[config.mk]
export PLATFORM = sky130hd
export DESIGN_NAME = wdt_core
export DESIGN_NICKNAME = d
export VERILOG_FILES = /design/src/rtl/wdt_pkg.sv /design/src/rtl/wdt_unlock.sv /design/src/rtl/wdt_timebase.sv /design/src/rtl/wdt_reset_seq.sv /design/src/rtl/wdt_core.sv
export SDC_FILE = /design/constraint.sdc
export NUM_CORES = 1
export LEC_CHECK = 0
export BUFFER_PORTS_ARGS = -buffer_cell sky130_fd_sc_hd__clkbuf_2
export CORE_MARGIN = 4
export CORE_UTILIZATION = 50
export CTS_BUF_LIST = sky130_fd_sc_hd__clkbuf_16
export DETAILED_ROUTE_END_ITERATION = 16
export PLACE_DENSITY = 0.71
export SYNTH_ARGS = -nofsm -noshare
export SYNTH_HDL_FRONTEND = slang
export SYNTH_HIERARCHICAL = 1
export SYNTH_SLANG_ARGS = --single-unit
[constraint.sdc]
create_clock -name clk -period 2.42 [get_ports clk]
set_input_delay 0.363 -clock clk [delete_from_list [all_inputs] [get_ports clk]]
set_output_delay 0.363 -clock clk [all_outputs]
set_load 0.1 [all_outputs]
[src/rtl/wdt_pkg.sv]
package wdt_pkg;
    typedef enum logic [1:0] {WD_RUN, WD_ARMED, WD_FIRE} wd_state_t;
    typedef enum logic [1:0] {UL_IDLE, UL_KEY1, UL_OPEN} ul_state_t;

    localparam int unsigned BIT_RST_EN  = 0;
    localparam int unsigned BIT_RESTART = 1;
    localparam int unsigned BIT_IRQF    = 2;
    localparam int unsigned BIT_WDRST   = 3;
    localparam int unsigned BIT_POR     = 4;

    localparam logic [7:0] KEY_FIRST  = 8'hAA;
    localparam logic [7:0] KEY_SECOND = 8'h55;
endpackage

[src/rtl/wdt_unlock.sv]
module wdt_unlock
    import wdt_pkg::*;
#(
    parameter int unsigned WINDOW = 3
) (
    input  logic       clk,
    input  logic       por_n,
    input  logic       soft_rst,
    input  logic       key_wr,
    input  logic [7:0] key_data,
    input  logic       ctrl_wr,
    output logic       window_open
);
    localparam int unsigned WIN_W = $clog2(WINDOW + 1);

    ul_state_t        st_q, st_d;
    logic [WIN_W-1:0] win_q, win_d;

    always_ff @(posedge clk or negedge por_n) begin
        if (!por_n) begin
            st_q  <= UL_IDLE;
            win_q <= '0;
        end else if (soft_rst) begin
            st_q  <= UL_IDLE;
            win_q <= '0;
        end else begin
            st_q  <= st_d;
            win_q <= win_d;
        end
    end

    always_comb begin
        st_d  = st_q;
        win_d = win_q;
        unique case (st_q)
            UL_IDLE: begin
                if (key_wr && key_data == KEY_FIRST) st_d = UL_KEY1;
            end
            UL_KEY1: begin
                if (key_wr && key_data == KEY_SECOND) begin
                    st_d  = UL_OPEN;
                    win_d = '0;
                end else if (!(key_wr && key_data == KEY_FIRST)) begin
                    st_d = UL_IDLE;
                end
            end
            UL_OPEN: begin
                if (ctrl_wr) st_d = UL_IDLE;
                else if (key_wr && key_data == KEY_FIRST) st_d = UL_KEY1;
                else if (win_q == WIN_W'(WINDOW - 1)) st_d = UL_IDLE;
                else win_d = win_q + 1'b1;
            end
            default: st_d = UL_IDLE;
        endcase
    end

    always_comb begin
        window_open = (st_q == UL_OPEN);
    end
endmodule

[src/rtl/wdt_timebase.sv]
module wdt_timebase #(
    parameter int unsigned BASE_LOG2 = 6,
    parameter int unsigned N_MODES   = 4
) (
    input  logic                       clk,
    input  logic                       por_n,
    input  logic                       clr,
    input  logic [$clog2(N_MODES)-1:0] mode,
    output logic                       timeout
);
    localparam int unsigned CNT_W = BASE_LOG2 + 2 * (N_MODES - 1);

    logic [CNT_W-1:0] lim [N_MODES];
    logic [CNT_W-1:0] cnt_q;

    for (genvar m = 0; m < N_MODES; m++) begin : g_lim
        assign lim[m] = CNT_W'((64'd1 << (BASE_LOG2 + 2 * m)) - 64'd1);
    end

    assign timeout = (cnt_q >= lim[mode]);

    always_ff @(posedge clk or negedge por_n) begin
        if (!por_n)              cnt_q <= '0;
        else if (clr || timeout) cnt_q <= '0;
        else                     cnt_q <= cnt_q + 1'b1;
    end
endmodule

[src/rtl/wdt_reset_seq.sv]
module wdt_reset_seq
    import wdt_pkg::*;
#(
    parameter int unsigned DELAY = 512
) (
    input  logic clk,
    input  logic por_n,
    input  logic soft_rst,
    input  logic timeout,
    input  logic rst_en,
    input  logic restart,
    output logic rst_req
);
    localparam int unsigned DLY_W = $clog2(DELAY);

    wd_state_t        st_q, st_d;
    logic [DLY_W-1:0] dly_q, dly_d;

    always_ff @(posedge clk or negedge por_n) begin
        if (!por_n) begin
            st_q  <= WD_RUN;
            dly_q <= '0;
        end else if (soft_rst) begin
            st_q  <= WD_RUN;
            dly_q <= '0;
        end else begin
            st_q  <= st_d;
            dly_q <= dly_d;
        end
    end

    always_comb begin
        st_d  = st_q;
        dly_d = dly_q;
        unique case (st_q)
            WD_RUN: begin
                if (timeout && rst_en && !restart) begin
                    st_d  = WD_ARMED;
                    dly_d = '0;
                end
            end
            WD_ARMED: begin
                if (restart || !rst_en) begin
                    st_d  = WD_RUN;
                    dly_d = '0;
                end else if (dly_q == DLY_W'(DELAY - 1)) begin
                    st_d = WD_FIRE;
                end else begin
                    dly_d = dly_q + 1'b1;
                end
            end
            WD_FIRE: begin
                st_d  = WD_RUN;
                dly_d = '0;
            end
            default: st_d = WD_RUN;
        endcase
    end

    always_comb begin
        rst_req = (st_q == WD_FIRE);
    end
endmodule

[src/rtl/wdt_core.sv]
module wdt_core
    import wdt_pkg::*;
#(
    parameter int unsigned BASE_LOG2     = 6,
    parameter int unsigned RST_DELAY     = 512,
    parameter int unsigned UNLOCK_WINDOW = 3
) (
    input  logic       clk,
    input  logic       por_n,
    input  logic       soft_rst,
    input  logic       wr_en,
    input  logic       addr,
    input  logic [7:0] wdata,
    output logic [7:0] rdata,
    input  logic [1:0] mode_sel,
    input  logic       irq_en,
    input  logic       opt_rst_en,
    input  logic       loader_entry,
    output logic       irq,
    output logic       rst_req
);
    localparam int unsigned N_MODES = 4;

    logic ctrl_wr, key_wr, window_open, timed_wr, restart, timeout;
    logic rst_en_q, irqf_q, wdrst_q, por_q, boot_q;

    assign ctrl_wr  = wr_en && (addr == 1'b0);
    assign key_wr   = wr_en && (addr == 1'b1);
    assign timed_wr = ctrl_wr && window_open;
    assign restart  = timed_wr && wdata[BIT_RESTART];

    wdt_unlock #(.WINDOW(UNLOCK_WINDOW)) unlock_i (
        .clk(clk), .por_n(por_n), .soft_rst(soft_rst), .key_wr(key_wr),
        .key_data(wdata), .ctrl_wr(ctrl_wr), .window_open(window_open)
    );

    wdt_timebase #(.BASE_LOG2(BASE_LOG2), .N_MODES(N_MODES)) timebase_i (
        .clk(clk), .por_n(por_n), .clr(soft_rst || restart || rst_req),
        .mode(mode_sel), .timeout(timeout)
    );

    wdt_reset_seq #(.DELAY(RST_DELAY)) seq_i (
        .clk(clk), .por_n(por_n), .soft_rst(soft_rst), .timeout(timeout),
        .rst_en(rst_en_q), .restart(restart), .rst_req(rst_req)
    );

    always_ff @(posedge clk or negedge por_n) begin
        if (!por_n) begin
            boot_q   <= 1'b1;
            rst_en_q <= 1'b0;
            irqf_q   <= 1'b0;
            wdrst_q  <= 1'b0;
            por_q    <= 1'b1;
        end else begin
            boot_q <= 1'b0;

            if (soft_rst)      irqf_q <= 1'b0;
            else if (timeout)  irqf_q <= 1'b1;
            else if (timed_wr) irqf_q <= wdata[BIT_IRQF];

            if (loader_entry)  rst_en_q <= 1'b0;
            else if (boot_q)   rst_en_q <= opt_rst_en;
            else if (timed_wr) rst_en_q <= wdata[BIT_RST_EN];

            if (loader_entry)  wdrst_q <= 1'b0;
            else if (rst_req)  wdrst_q <= 1'b1;
            else if (ctrl_wr)  wdrst_q <= wdata[BIT_WDRST];

            if (loader_entry)                       por_q <= 1'b0;
            else if (timed_wr && !wdata[BIT_POR])   por_q <= 1'b0;
        end
    end

    always_comb begin
        rdata              = '0;
        rdata[BIT_RST_EN]  = rst_en_q;
        rdata[BIT_IRQF]    = irqf_q;
        rdata[BIT_WDRST]   = wdrst_q;
        rdata[BIT_POR]     = por_q;
        irq                = irqf_q && irq_en;
    end
endmodule

# Word level (Yosys, flattened, before mapping)
# Cells that the tools add are included.
dict set report totals {
  regBits 32
  in_bits 18
  output_inout_bits 10
  word_cells 103
}
dict set report classes {
  n_addsub 3
  order_cmp 2
  eq_ne 18
  n_mux 39
  bitwise_logic 2
  n_reduce_logical 29
}
# op count
set ops {}
lappend ops {{$mux 12} 3}
lappend ops {{$mux 9} 4}
lappend ops {{$mux 2} 16}
lappend ops {{$pmux 9 s3} 1}
lappend ops {{$bmux 12 s2} 1}
lappend ops {{$add 12x1->12 const B} 1}
lappend ops {{$ge 12x12->1} 1}
lappend ops {{$reduce_bool 3->1} 4}
lappend ops {{$mux 1} 11}
lappend ops {{$logic_and 1x1->1} 10}
lappend ops {{$add 9x1->9 const B} 1}
lappend ops {{$eq 9x9->1 const B} 1}
lappend ops {{$ne 3x2->1 const B} 3}
lappend ops {{$ne 3x3->1 const B} 3}
lappend ops {{$eq 8x7->1 const B} 1}
lappend ops {{$eq 8x8->1 const B} 1}
lappend ops {{$ne 4x3->1 const B} 2}
lappend ops {{$pmux 2 s2} 2}
lappend ops {{$eq 2x2->1 const B} 3}
lappend ops {{$pmux 2 s3} 1}
lappend ops {{$reduce_and 3->1} 2}
lappend ops {{$ne 5x3->1 const B} 1}
lappend ops {{$reduce_and 5->1} 1}
lappend ops {{$eq 2x1->1 const B} 2}
lappend ops {{other kinds (11)} 17}

# Logic depth before layout (Yosys ltp)
# Gate-level depths: netlist (run 1).
dict set report depth {
  ltp_word 10
  depth_mapped 9
  depth_no_buf 9
}

# Hierarchy
# The synthesis (run 1) kept the hierarchy.
# module instances cells_each area_per_inst_um2 seq_area_each_um2
set modules_own_cells {}
lappend modules_own_cells {wdt_timebase 1 72 688.2 300.3}
lappend modules_own_cells {wdt_reset_seq 1 68 685.7 275.3}
lappend modules_own_cells {wdt_core 1 32 311.5 127.6}
lappend modules_own_cells {wdt_unlock 1 32 310.3 100.1}

# Least setup slack after synthesis (run 1)
# OpenSTA, ideal clock, no wires.
dict set report synth_path {
  kind {register to register}
  start {reg seq_i.st_q[1]}
  end {reg timebase_i.cnt_q[5]}
  setup_time_ps 119
  t_arrival_ps 2283
  required_time_ps 2301
  setup_slack_ps 18
  path_stages_with_launch 7
  path_buffers 1
  synth_period_minus_slack_ps 2402
  path_cell_list {dfrtp_1 inv_1 nor2_1 or3_1 a211o_2 buf_6 nor2_1}
}
dict set report synth_between {
  elab_chain_len 4
}
# element line_no
set synth_rtl {}
lappend synth_rtl {{start, declared} wdt_reset_seq.sv:16} ;# wd_state_t st_q, st_d;
lappend synth_rtl {{start signal, assigned} wdt_reset_seq.sv:27} ;# st_q <= st_d;
lappend synth_rtl {{$eq 2x2->1} wdt_reset_seq.sv:61} ;# rst_req = (st_q == WD_FIRE);
lappend synth_rtl {{named net rst_req} wdt_core.sv:20} ;# output logic rst_req
lappend synth_rtl {{$logic_or 1x1->1} wdt_core.sv:38} ;# .clk(clk), .por_n(por_n), .clr(soft_rst || restart || rst_req),
lappend synth_rtl {{$logic_or 1x1->1} wdt_timebase.sv:24} ;# else if (clr || timeout) cnt_q <= '0;
lappend synth_rtl {{$mux 12} wdt_timebase.sv:24}
lappend synth_rtl {{end signal, assigned} wdt_timebase.sv:25} ;# else cnt_q <= cnt_q + 1'b1;
lappend synth_rtl {{end, declared} wdt_timebase.sv:14} ;# logic [CNT_W-1:0] cnt_q;
# The timed path passes the listed nets, and every way through them passes these cells.
# A chain may end at the register's enable or synchronous reset.

# Worst setup path after layout (run 1)
dict set report layout_path {
  start {reg timebase_i.cnt_q[0]}
  end {reg seq_i.dly_q[2]}
}
dict set report layout_between {
  elab_chain_len 5
}
# element line_no
set layout_rtl {}
lappend layout_rtl {{$ge 12x12->1} wdt_timebase.sv:20} ;# assign timeout = (cnt_q >= lim[mode]);
lappend layout_rtl {{named net timeout} wdt_core.sv:24} ;# logic ctrl_wr, key_wr, window_open, timed_wr, restart, timeout;
lappend layout_rtl {{$logic_and 1x1->1 (2 in a row)} wdt_reset_seq.sv:37} ;# if (timeout && rst_en && !restart) begin
lappend layout_rtl {{$ne 3x2->1 (no source line)} --}
lappend layout_rtl {{$reduce_and 3->1 (no source line)} --}
lappend layout_rtl {{end signal, assigned} wdt_reset_seq.sv:28} ;# dly_q <= dly_d;
lappend layout_rtl {{end, declared} wdt_reset_seq.sv:17} ;# logic [DLY_W-1:0] dly_q, dly_d;
# The timed path passes the listed nets, and every way through them passes these cells.

==> impl_metrics.toml, run 1 <==
[clocking]
numCtsBuffers = 5
cts.sinks = 32
postCtsHoldBufs = 0
clk_latency_ns = 0.27
path_clk_slew_ns = 0.05
cts_tree = "done"
clock_path_buffers = 2
h-tree-depth = 2
cts_root_buffer = "clkbuf_16"

[place]
io_buffers = 23
routabilityCongestion = 0.7339
hpwl_mm = 2.856
post-place-cells = 269

[yosys]
yosys_warnings = 6
syn_inst = 204
synth_edf_count = 0
ys_seq_elements = 32
synth-main-ff-cell = "dfrtp_1"
syn_area_mm2 = 0.001996
syn_avg_cell_area_um2 = 9.783
synthArstFlopShare_pct = 100.0
synth-seq-area-share_pct = 40.25
synth_cell_types = 59

[power]
p_per_area_mw_per_mm2 = 552.2
p_int_uw = 946.6
p_seq_share_pct = 44.4
comb_power_share_pct = 10.1
p_switching_uw = 295.0
sw_frac_of_total_pct = 23.76
ir_worst_vdd_mv = 0.5661
p_clk_share_pct = 45.5
p_leak_uw = 0.0009993

[worst_setup_path]
critPathSlowestCell = "or4_1"
crit_type = "reg2reg"
worstPathMaxFanout = 8
path_depth = 8
ff2ff_path_depth = 8
cp_cell_sequence = "ha_1 > and4_4 > o2bb2ai_2 > a21o_2 > and3b_2 > o22ai_4 > or4_1 > a21oi_1"
cp.buffers_inverters = 0
cp_top_family = "simple AND/OR/NAND/NOR gates"
critical_path_required_ns = 2.61
arrival_ns = 2.41
crit_path_start_kind = "flop"
cpPeakStageDelay_ns = 0.47
worstSetupEndpointType = "flop"

[floorplan]
die_h_um = 71.18
rows = 22
core_region_area_mm2 = 0.003771
pin_count = 28
die_area_mm2 = 0.005066
initial_utilization_pct = 52.92
die_width_um = 71.18

[global_route]
grt_use_total_pct = 16.35
grt_pass1_vias = 1510
antenna_found_initial = 0
grt_max_degree = 33
grt_pass1_wl_mm = 6.720
grt_overflow = 0

[job]
maxCapViolCount = 0

[sta]
finalHoldViolCount = 0
worst_pin_slew_ns = 0.7833
setup_tns_ns = 0
max_slew_margin_pct = 47.78
finClkSkew_ns = 0.002339
finalCritPeriodShare_pct = 91.52
clock.fmax_mhz = 451.5
setup_viol = 0
min_period_ns = 2.215
rsz0062_at_grt = "false"
final_max_slew_viol_count = 0

[cells_and_area]
antennaDiodeCount = 0
final_nets = 254
final_cells = 277
regArea_um2 = 803.3
drive_gt1_share_pct = 23.14
syn_to_final_growth_pct = 12.66
multi_input_area_mm2 = 0.001092
n_fill_cell = 338

[drt]
ant_nets = 0
vias = 1555
drt_iter0_markers = 84
viasPerCell = 5.614
routedWlPerCell_um = 13.90
dr.pass1.iters = 4
drc_errors = 0
totalWireLength_mm = 3.850

[worst_hold_path]
hold_class = "in2async"

[status]
status = "complete, no violations"
==> cell families after synthesis <==
group | share of synthesized area [%]
buf+inv | 6.081
mux | 4.201
xor+xnor | 4.389
fa+ha+maj | 5.016
compound gates | 12.41
flops | 40.25
simple gates | 27.46
other cells | 0.1879
==> path summary, 6_finish.rpt <==
path,startpoint,end,slack [ns]
max in group asynchronous,por_n,timebase_i/cnt_q[2]$_DFF_PN0_,1.76
min reg2reg,timebase_i/cnt_q[0]$_DFF_PN0_,timebase_i/cnt_q[0]$_DFF_PN0_,0.49
max reg2reg,timebase_i/cnt_q[0]$_DFF_PN0_,seq_i/dly_q[2]$_DFFE_PN0P_,0.21
max,timebase_i/cnt_q[0]$_DFF_PN0_,seq_i/dly_q[2]$_DFFE_PN0P_,0.21
min,por_n,seq_i/dly_q[1]$_DFFE_PN0P_,0.17
min in group clk,loader_entry,por_q$_DFFE_PN1P_,0.26
==> area by class of cell <==
class,count,share of cell area (%)
clock buffer,5,5.565
clock inverter,3,0.5008
inverter,9,1.503
multi-input combinational,156,48.58
sequential,32,35.73
tap,48,2.671
timing repair buffer,24,5.454
==> flip-flops by register name, summed over array words and instances, names as in the netlist <==
signal	count
timebase_i/cnt_q	12
seq_i/dly_q	9
seq_i/st_q	2
unlock_i/st_q	2
unlock_i/win_q	2
boot_q	1
irqf_q	1
por_q	1
rst_en_q	1
wdrst_q	1
==> metrics by stage <==
stage	power, µW	hold slack (ns)	cell area, µm²	worst slack, ns	utilization [%]
global route	1296	0.2357	2248	0.03976	59.62
floorplan	652.3	0.06741	2011	0.01798	-
finish	1242	0.1701	2248	0.2052	59.62
detailed placement	685.9	0.4819	2106	0.01966	55.84
CTS	1260	0.2005	2242	0.1374	59.46
global placement	684.7	0.4783	2106	0.1232	55.84
==> cells in the final DEF, fill, tap and decap left out, drive strengths merged, types with 5 or more instances in the layout <==
cell type	n
clkbuf	28
nand4	5
mux2i	5
xor2	5
nor2	25
nand2	11
xnor2	5
o21ai	7
nor3	6
a21oi	9
nand3	9
dfrtp	30
conb	5
inv	11
ha	8
==> power groups by stage <==
| stage | Combinational [µW] | Sequential [µW] | Clock [µW] |
|---|---|---|---|
| after CTS | 127 | 551 | 582 |
| after detailed placement | 126 | 560 | 0 |
| after global routing | 139 | 552 | 606 |
| after floorplan | 94.4 | 558 | 0 |
| after global placement | 125 | 559 | 0 |
| final | 125 | 551 | 565 |
==> metal layers <==
metal  track usage [%]  share of wire [%]
met5                 0                  0
met4             4.384               0.88
met3             3.409                2.2
met2             28.78                 53
met1             20.16                 44
==> synth_stat cells, types with 3 or more instances <==
library cell	instances	area (µm²)
a21oi_1	8	40.04
buf_4	8	60.06
dfrtp_1	30	750.7
ha_1	8	100.1
inv_1	9	33.78
mux2i_1	5	50.05
nand2_1	11	41.29
nand2b_1	3	18.77
nand3_1	9	45.04
nand4_1	5	31.28
nor2_1	24	90.09
nor3_1	5	25.02
nor4_1	4	25.02
o21ai_0	7	35.03
o21bai_1	4	30.03
xnor2_1	5	43.79
xor2_1	5	43.79
==> what timing repair did <==
| item | CTS | global route |
|---|---|---|
| gates resized for setup | 0 | 1 |
| endpoints found under the setup margin | 0 | 1 |
| setup buffers | 0 | 0 |
(Power assumes the default switching activity.)
==> run 2: changes to the inputs <==
- REMOVE_ABC_BUFFERS: unset -> 1
==> run 2 against run 1 <==
Fmax shrank 1.3%. Flip-flop and latch count is the same. Total power grew 1.4%. Clock skew grew 0.0026 ns. Global-route usage grew 0.75 points. Critical path type unchanged. Critical endpoint unchanged.
==> impl_metrics.toml, run 2 (same netlist as run 1, synthesis figures left out) <==
[status]
status = "complete, no violations"

[cells_and_area]
reg_top3 = "timebase_i/cnt_q x12, seq_i/dly_q x9"
n_fill_cell = 326
final_nets = 253
layout_commonest_cell = "dfrtp_1"
drive_gt1_share_pct = 22.81
largest_register_ff_count = 12
multi_input_area_mm2 = 0.001086
fin_area_mm2 = 0.002236
top_register = "timebase_i/cnt_q"
antennaDiodeCount = 0
layout_common_cells = "30 x dfrtp_1, 24 x nor2_1, 23 x clkbuf_2, 11 x nand2_1, 11 x inv_1"
syn_to_final_growth_pct = 12.04
regArea_um2 = 803.3

[sta]
clock.fmax_mhz = 445.6
setup_tns_ns = 0
rsz0062_at_grt = "false"
finClkSkew_ns = 0.004899
worst_pin_slew_ns = 0.7881
setup_viol = 0
final_max_slew_viol_count = 0
finalCritPeriodShare_pct = 92.74
setup_ws_ns = 0.1758
finalHoldViolCount = 0
min_period_ns = 2.244
max_slew_margin_pct = 47.46

[clocking]
clk_latency_ns = 0.27
post_cts_buffers = 0
h-tree-depth = 2
postCtsHoldBufs = 0
cts_tree = "done"
path_clk_slew_ns = 0.05
numCtsBuffers = 5
post_cts_resized = 0
cts.sinks = 32
clock_path_buffers = 2
cts_root_buffer = "clkbuf_16"

[global_route]
grt_overflow = 0
grt_pass1_vias = 1526
grt_pass1_wl_mm = 6.886
grt_max_degree = 33
grt_use_total_pct = 17.10
antenna_found_initial = 0

[place]
dp_worst_setup_slack_ns = 0.07820
io_buffers = 23
placed_cell_area_mm2 = 0.002098
routabilityCongestion = 0.8168
hpwl_mm = 2.892

[worst_setup_path]
r2r-start = "timebase_i/cnt_q[9]$_DFF_PN0_"
worstSetupEndpointType = "flop"
worstPathMaxFanout = 8
critical_path_required_ns = 2.62
crit_type = "reg2reg"
crit_path_start_kind = "flop"
startpoint = "timebase_i/cnt_q[9]$_DFF_PN0_"
arrival_ns = 2.44

[drt]
vias = 1519
routedWlPerCell_um = 14.37
ant_nets = 0
dr.pass1.iters = 4
drc_errors = 0
totalWireLength_mm = 3.965
drt_iter0_markers = 81
viasPerCell = 5.504

[power]
p_int_uw = 948.7
ir_worst_vdd_mv = 0.4551
p_seq_share_pct = 43.8
totalPowerFinal_uw = 1259
p_clk_share_pct = 46.2
p_switching_uw = 309.8
p_per_area_mw_per_mm2 = 562.9
p_leak_uw = 0.0009960
sw_frac_of_total_pct = 24.62
comb_power_share_pct = 10.1

[worst_hold_path]
hold_class = "in2async"

[floorplan]
die_width_um = 71.18
initial_utilization_pct = 52.92
rows = 22
core_region_area_mm2 = 0.003771
pin_count = 28
die_area_mm2 = 0.005066
die_h_um = 71.18

[job]
maxCapViolCount = 0
-- run 2: layout make-up --
type | count | share of cell area, %
clock buffer | 5 | 5.596
multi-input combinational | 156 | 48.57
timing repair buffer | 23 | 5.148
clock inverter | 3 | 0.5596
inverter | 9 | 1.511
tap | 48 | 2.686
sequential | 32 | 35.93
-- run 2: metal layers --
layer  vias to the layer above  GRT usage, %  wire length (µm)
li1                        764             -                 -
met4                         0         5.846                41
met1                       730         22.33              1854
met3                         4         5.966               112
met5                         -             0                 0
met2                        21         26.33              1956
-- run 2: worst paths after layout --
check	endpoint	slack, ns	cells after the start
setup / recovery	seq_i/dly_q[2]$_DFFE_PN0P_	0.18	8
hold / removal	seq_i/dly_q[7]$_DFFE_PN0P_	0.17	1
setup reg to reg	seq_i/dly_q[2]$_DFFE_PN0P_	0.18	8
hold reg to reg	timebase_i/cnt_q[0]$_DFF_PN0_	0.49	1
max in group asynchronous	unlock_i/st_q[0]$_DFFE_PN0P_	1.76	1
min in group clk	por_q$_DFFE_PN1P_	0.27	2
-- run 2: per-stage QoR --
step           hold slack, ns  utilization (%)  cells
2_1_floorplan         0.06741                -    197
3_3_place_gp           0.4800            55.64    268
3_5_place_dp           0.4788            55.64    268
4_1_cts                0.1901            59.29    276
5_1_grt                0.2195            59.29    276
6_report               0.1659            59.29    276
-- run 2: power by group through the flow --
stage / clock [µW] / sequential [µW] / combinational, µW
6_report: 581 / 551 / 127
5_1_grt: 621 / 552 / 138
4_1_cts: 599 / 550 / 127
3_5_place_dp: 0 / 559 / 127
3_3_place_gp: 0 / 559 / 125
2_1_floorplan: 0 / 572 / 70.3
-- run 2: worst max-delay path, stage by stage (launching register included) --
cell and delay (ns):
dfrtp_1 0.41, ha_1 0.32, nand4_1 0.10, a21oi_1 0.18, a21o_2 0.17, and3b_2 0.24
o22ai_4 0.11, or4_1 0.48, a21oi_1 0.15
==> run 3: changes to the inputs <==
- ABC_AREA: unset -> 1
- PLACE_DENSITY: 0.71 -> 0.7
==> run 3 against run 2 <==
Clock power is 1% higher. Critical path depth is 3 higher. Global-route usage is 0.14 points higher. Routed wire length is 6.1% higher. Flip-flop and latch count stayed put. Highest routed layer unchanged.
==> impl_metrics.toml, run 3 <==
[global_route]
grt_max_degree = 33
grt_pass1_wl_mm = 7.424
grt_pass1_vias = 1719
grt_use_total_pct = 17.24
grt_overflow = 0
antenna_found_initial = 0

[clocking]
clk_latency_ns = 0.27
numCtsBuffers = 5
cts.sinks = 32
post_cts_resized = 0
postCtsHoldBufs = 0
clock_path_buffers = 2
post_cts_buffers = 0
h-tree-depth = 2
cts_tree = "done"
cts_root_buffer = "clkbuf_16"
path_clk_slew_ns = 0.05

[worst_setup_path]
rrSetupSlack_ns = 0.44
crit_type = "reg2reg"
arrival_ns = 2.14
worstPathMaxFanout = 5
worstSetupEndpointType = "flop"
critical_path_required_ns = 2.58
ff2ff_path_depth = 11
startpoint = "seq_i/dly_q[0]$_DFFE_PN0P_"
r2r_end = "seq_i/dly_q[6]$_DFFE_PN0P_"
crit_path_start_kind = "flop"
r2r-start = "seq_i/dly_q[0]$_DFFE_PN0P_"

[drt]
drt_iter0_markers = 151
dr.pass1.iters = 4
ant_nets = 0
vias = 1862
viasPerCell = 4.887
drc_errors = 0
routedWlPerCell_um = 11.04
totalWireLength_mm = 4.205

[floorplan]
pin_count = 28
core_region_area_mm2 = 0.004354
rows = 24
initial_utilization_pct = 51.44
die_width_um = 74.93
die_area_mm2 = 0.005614
die_h_um = 74.93

[worst_hold_path]
hold_class = "in2async"

[power]
p_switching_uw = 364.4
comb_power_share_pct = 13.8
p_per_area_mw_per_mm2 = 530.0
p_clk_share_pct = 44.2
p_int_uw = 961.8
p_leak_uw = 0.001273
sw_frac_of_total_pct = 27.47
ir_worst_vdd_mv = 0.3060
p_seq_share_pct = 42.0

[cells_and_area]
largest_register_ff_count = 12
regArea_um2 = 803.3
antennaDiodeCount = 0
final_nets = 354
reg_top3 = "timebase_i/cnt_q x12, seq_i/dly_q x9"
syn_to_final_growth_pct = 11.73
drive_gt1_share_pct = 21.58
n_fill_cell = 401
top_register = "timebase_i/cnt_q"
layout_commonest_cell = "nand2_1"
multi_input_area_mm2 = 0.001220
layout_common_cells = "73 x nand2_1, 51 x nor2_1, 37 x inv_1, 30 x dfrtp_1, 25 x nand3_1"

[yosys]
syn_area_mm2 = 0.002240
yosys_warnings = 6
synth-main-ff-cell = "dfrtp_1"
synth_most_common_cell = "nand2_1"
synth-seq-area-share_pct = 35.87
syn_avg_cell_area_um2 = 7.392
synthArstFlopShare_pct = 100.0
synth_common_cells = "73 x nand2_1, 51 x nor2_1, 37 x inv_1, 30 x dfrtp_1, 25 x nand3_1"
synth_largest_area_cell = "dfrtp_1"
synthTopCellsByArea = "dfrtp_1 34%, nand2_1 12%, nor2_1 8.5%"
synth_cell_types = 34
ys_seq_elements = 32
synth_edf_count = 0
synth_top_area_share_pct = 33.52
syn_inst = 303

[sta]
finalCritPeriodShare_pct = 81.99
setup_viol = 0
setup_ws_ns = 0.4358
min_period_ns = 1.984
clock.fmax_mhz = 504.0
setup_tns_ns = 0
rsz0062_at_grt = "false"
worst_pin_slew_ns = 0.8026
final_max_slew_viol_count = 0
finalHoldViolCount = 0
max_slew_margin_pct = 46.49
finClkSkew_ns = 0.006995

[place]
dp_worst_setup_slack_ns = 0.4134
io_buffers = 23
hpwl_mm = 3.376
routabilityCongestion = 0.8369

[job]
maxCapViolCount = 0

[status]
status = "complete, no violations"
run 3: worst max-delay path by stage:
stage	to	slack, ns	cells past startpoint
after floorplan	timebase_i/cnt_q[0]$_DFF_PN0_	0.07	6
after global placement	seq_i/dly_q[0]$_DFFE_PN0P_	0.46	14
after detailed placement	seq_i/dly_q[0]$_DFFE_PN0P_	0.41	14
after CTS	seq_i/dly_q[6]$_DFFE_PN0P_	0.45	11
after global routing	seq_i/dly_q[6]$_DFFE_PN0P_	0.25	11
final	seq_i/dly_q[6]$_DFFE_PN0P_	0.44	11
run 3: layout make-up:
cell class              instances  area share (%)
clock buffers                   5           5.000
flip-flops and latches         32           32.10
inverters                      42           6.400
repair buffers                 23           4.600
clock inverters                 3          0.5500
multi-input cells             224           48.75
well taps                      52           2.600
run 3: worst max-delay path, cell delays in order, from the launching register on:
cell and delay (ns):
dfrtp_1 0.41, ha_1 0.23, nand4_1 0.17, nor3_1 0.24
ha_1 0.24, nand3_2 0.10, nor2_4 0.21, nor2_2 0.04
nand3_1 0.08, nand2_1 0.05, nand2_1 0.07, nor2_2 0.03
run 3: logic make-up (layout without fill, tap and decap cells):
family / after synthesis / after routing / share of synthesized area [%]
fa+ha+maj: 8 / 8 / 4.469
buf+inv: 51 / 73 / 10.34
flops: 32 / 32 / 35.87
xor+xnor: 9 / 9 / 3.519
compound gates: 15 / 15 / 4.079
other cells: 1 / 5 / 0.1674
simple gates: 187 / 187 / 41.56
run 3: power by group through the flow:
stage | sequential (µW) | clock [µW] | combinational (µW)
after CTS | 557 | 605 | 185
final | 557 | 587 | 183
after global placement | 566 | 0 | 183
after global routing | 558 | 634 | 202
after floorplan | 594 | 0 | 104
after detailed placement | 566 | 0 | 184
run 3: metal layers:
metal	track usage (%)	up-vias	wire, µm
met4	6.522	0	87
li1	-	980	-
met2	26.11	55	1837
met1	23.81	817	2022
met5	0	-	0
met3	4.272	10	257
run 3: metrics by stage:
stage	instances	instance area [µm²]	utilization, %	hold slack, ns	power [µW]
6_report	381	2502	57.47	0.1747	1326
5_1_grt	381	2502	57.47	0.2403	1394
4_1_cts	381	2502	57.47	0.2042	1346
3_5_place_dp	373	2364	54.28	0.4446	750.1
3_3_place_gp	373	2364	54.28	0.4393	748.7
2_1_floorplan	298	2183	-	0.06741	697.9
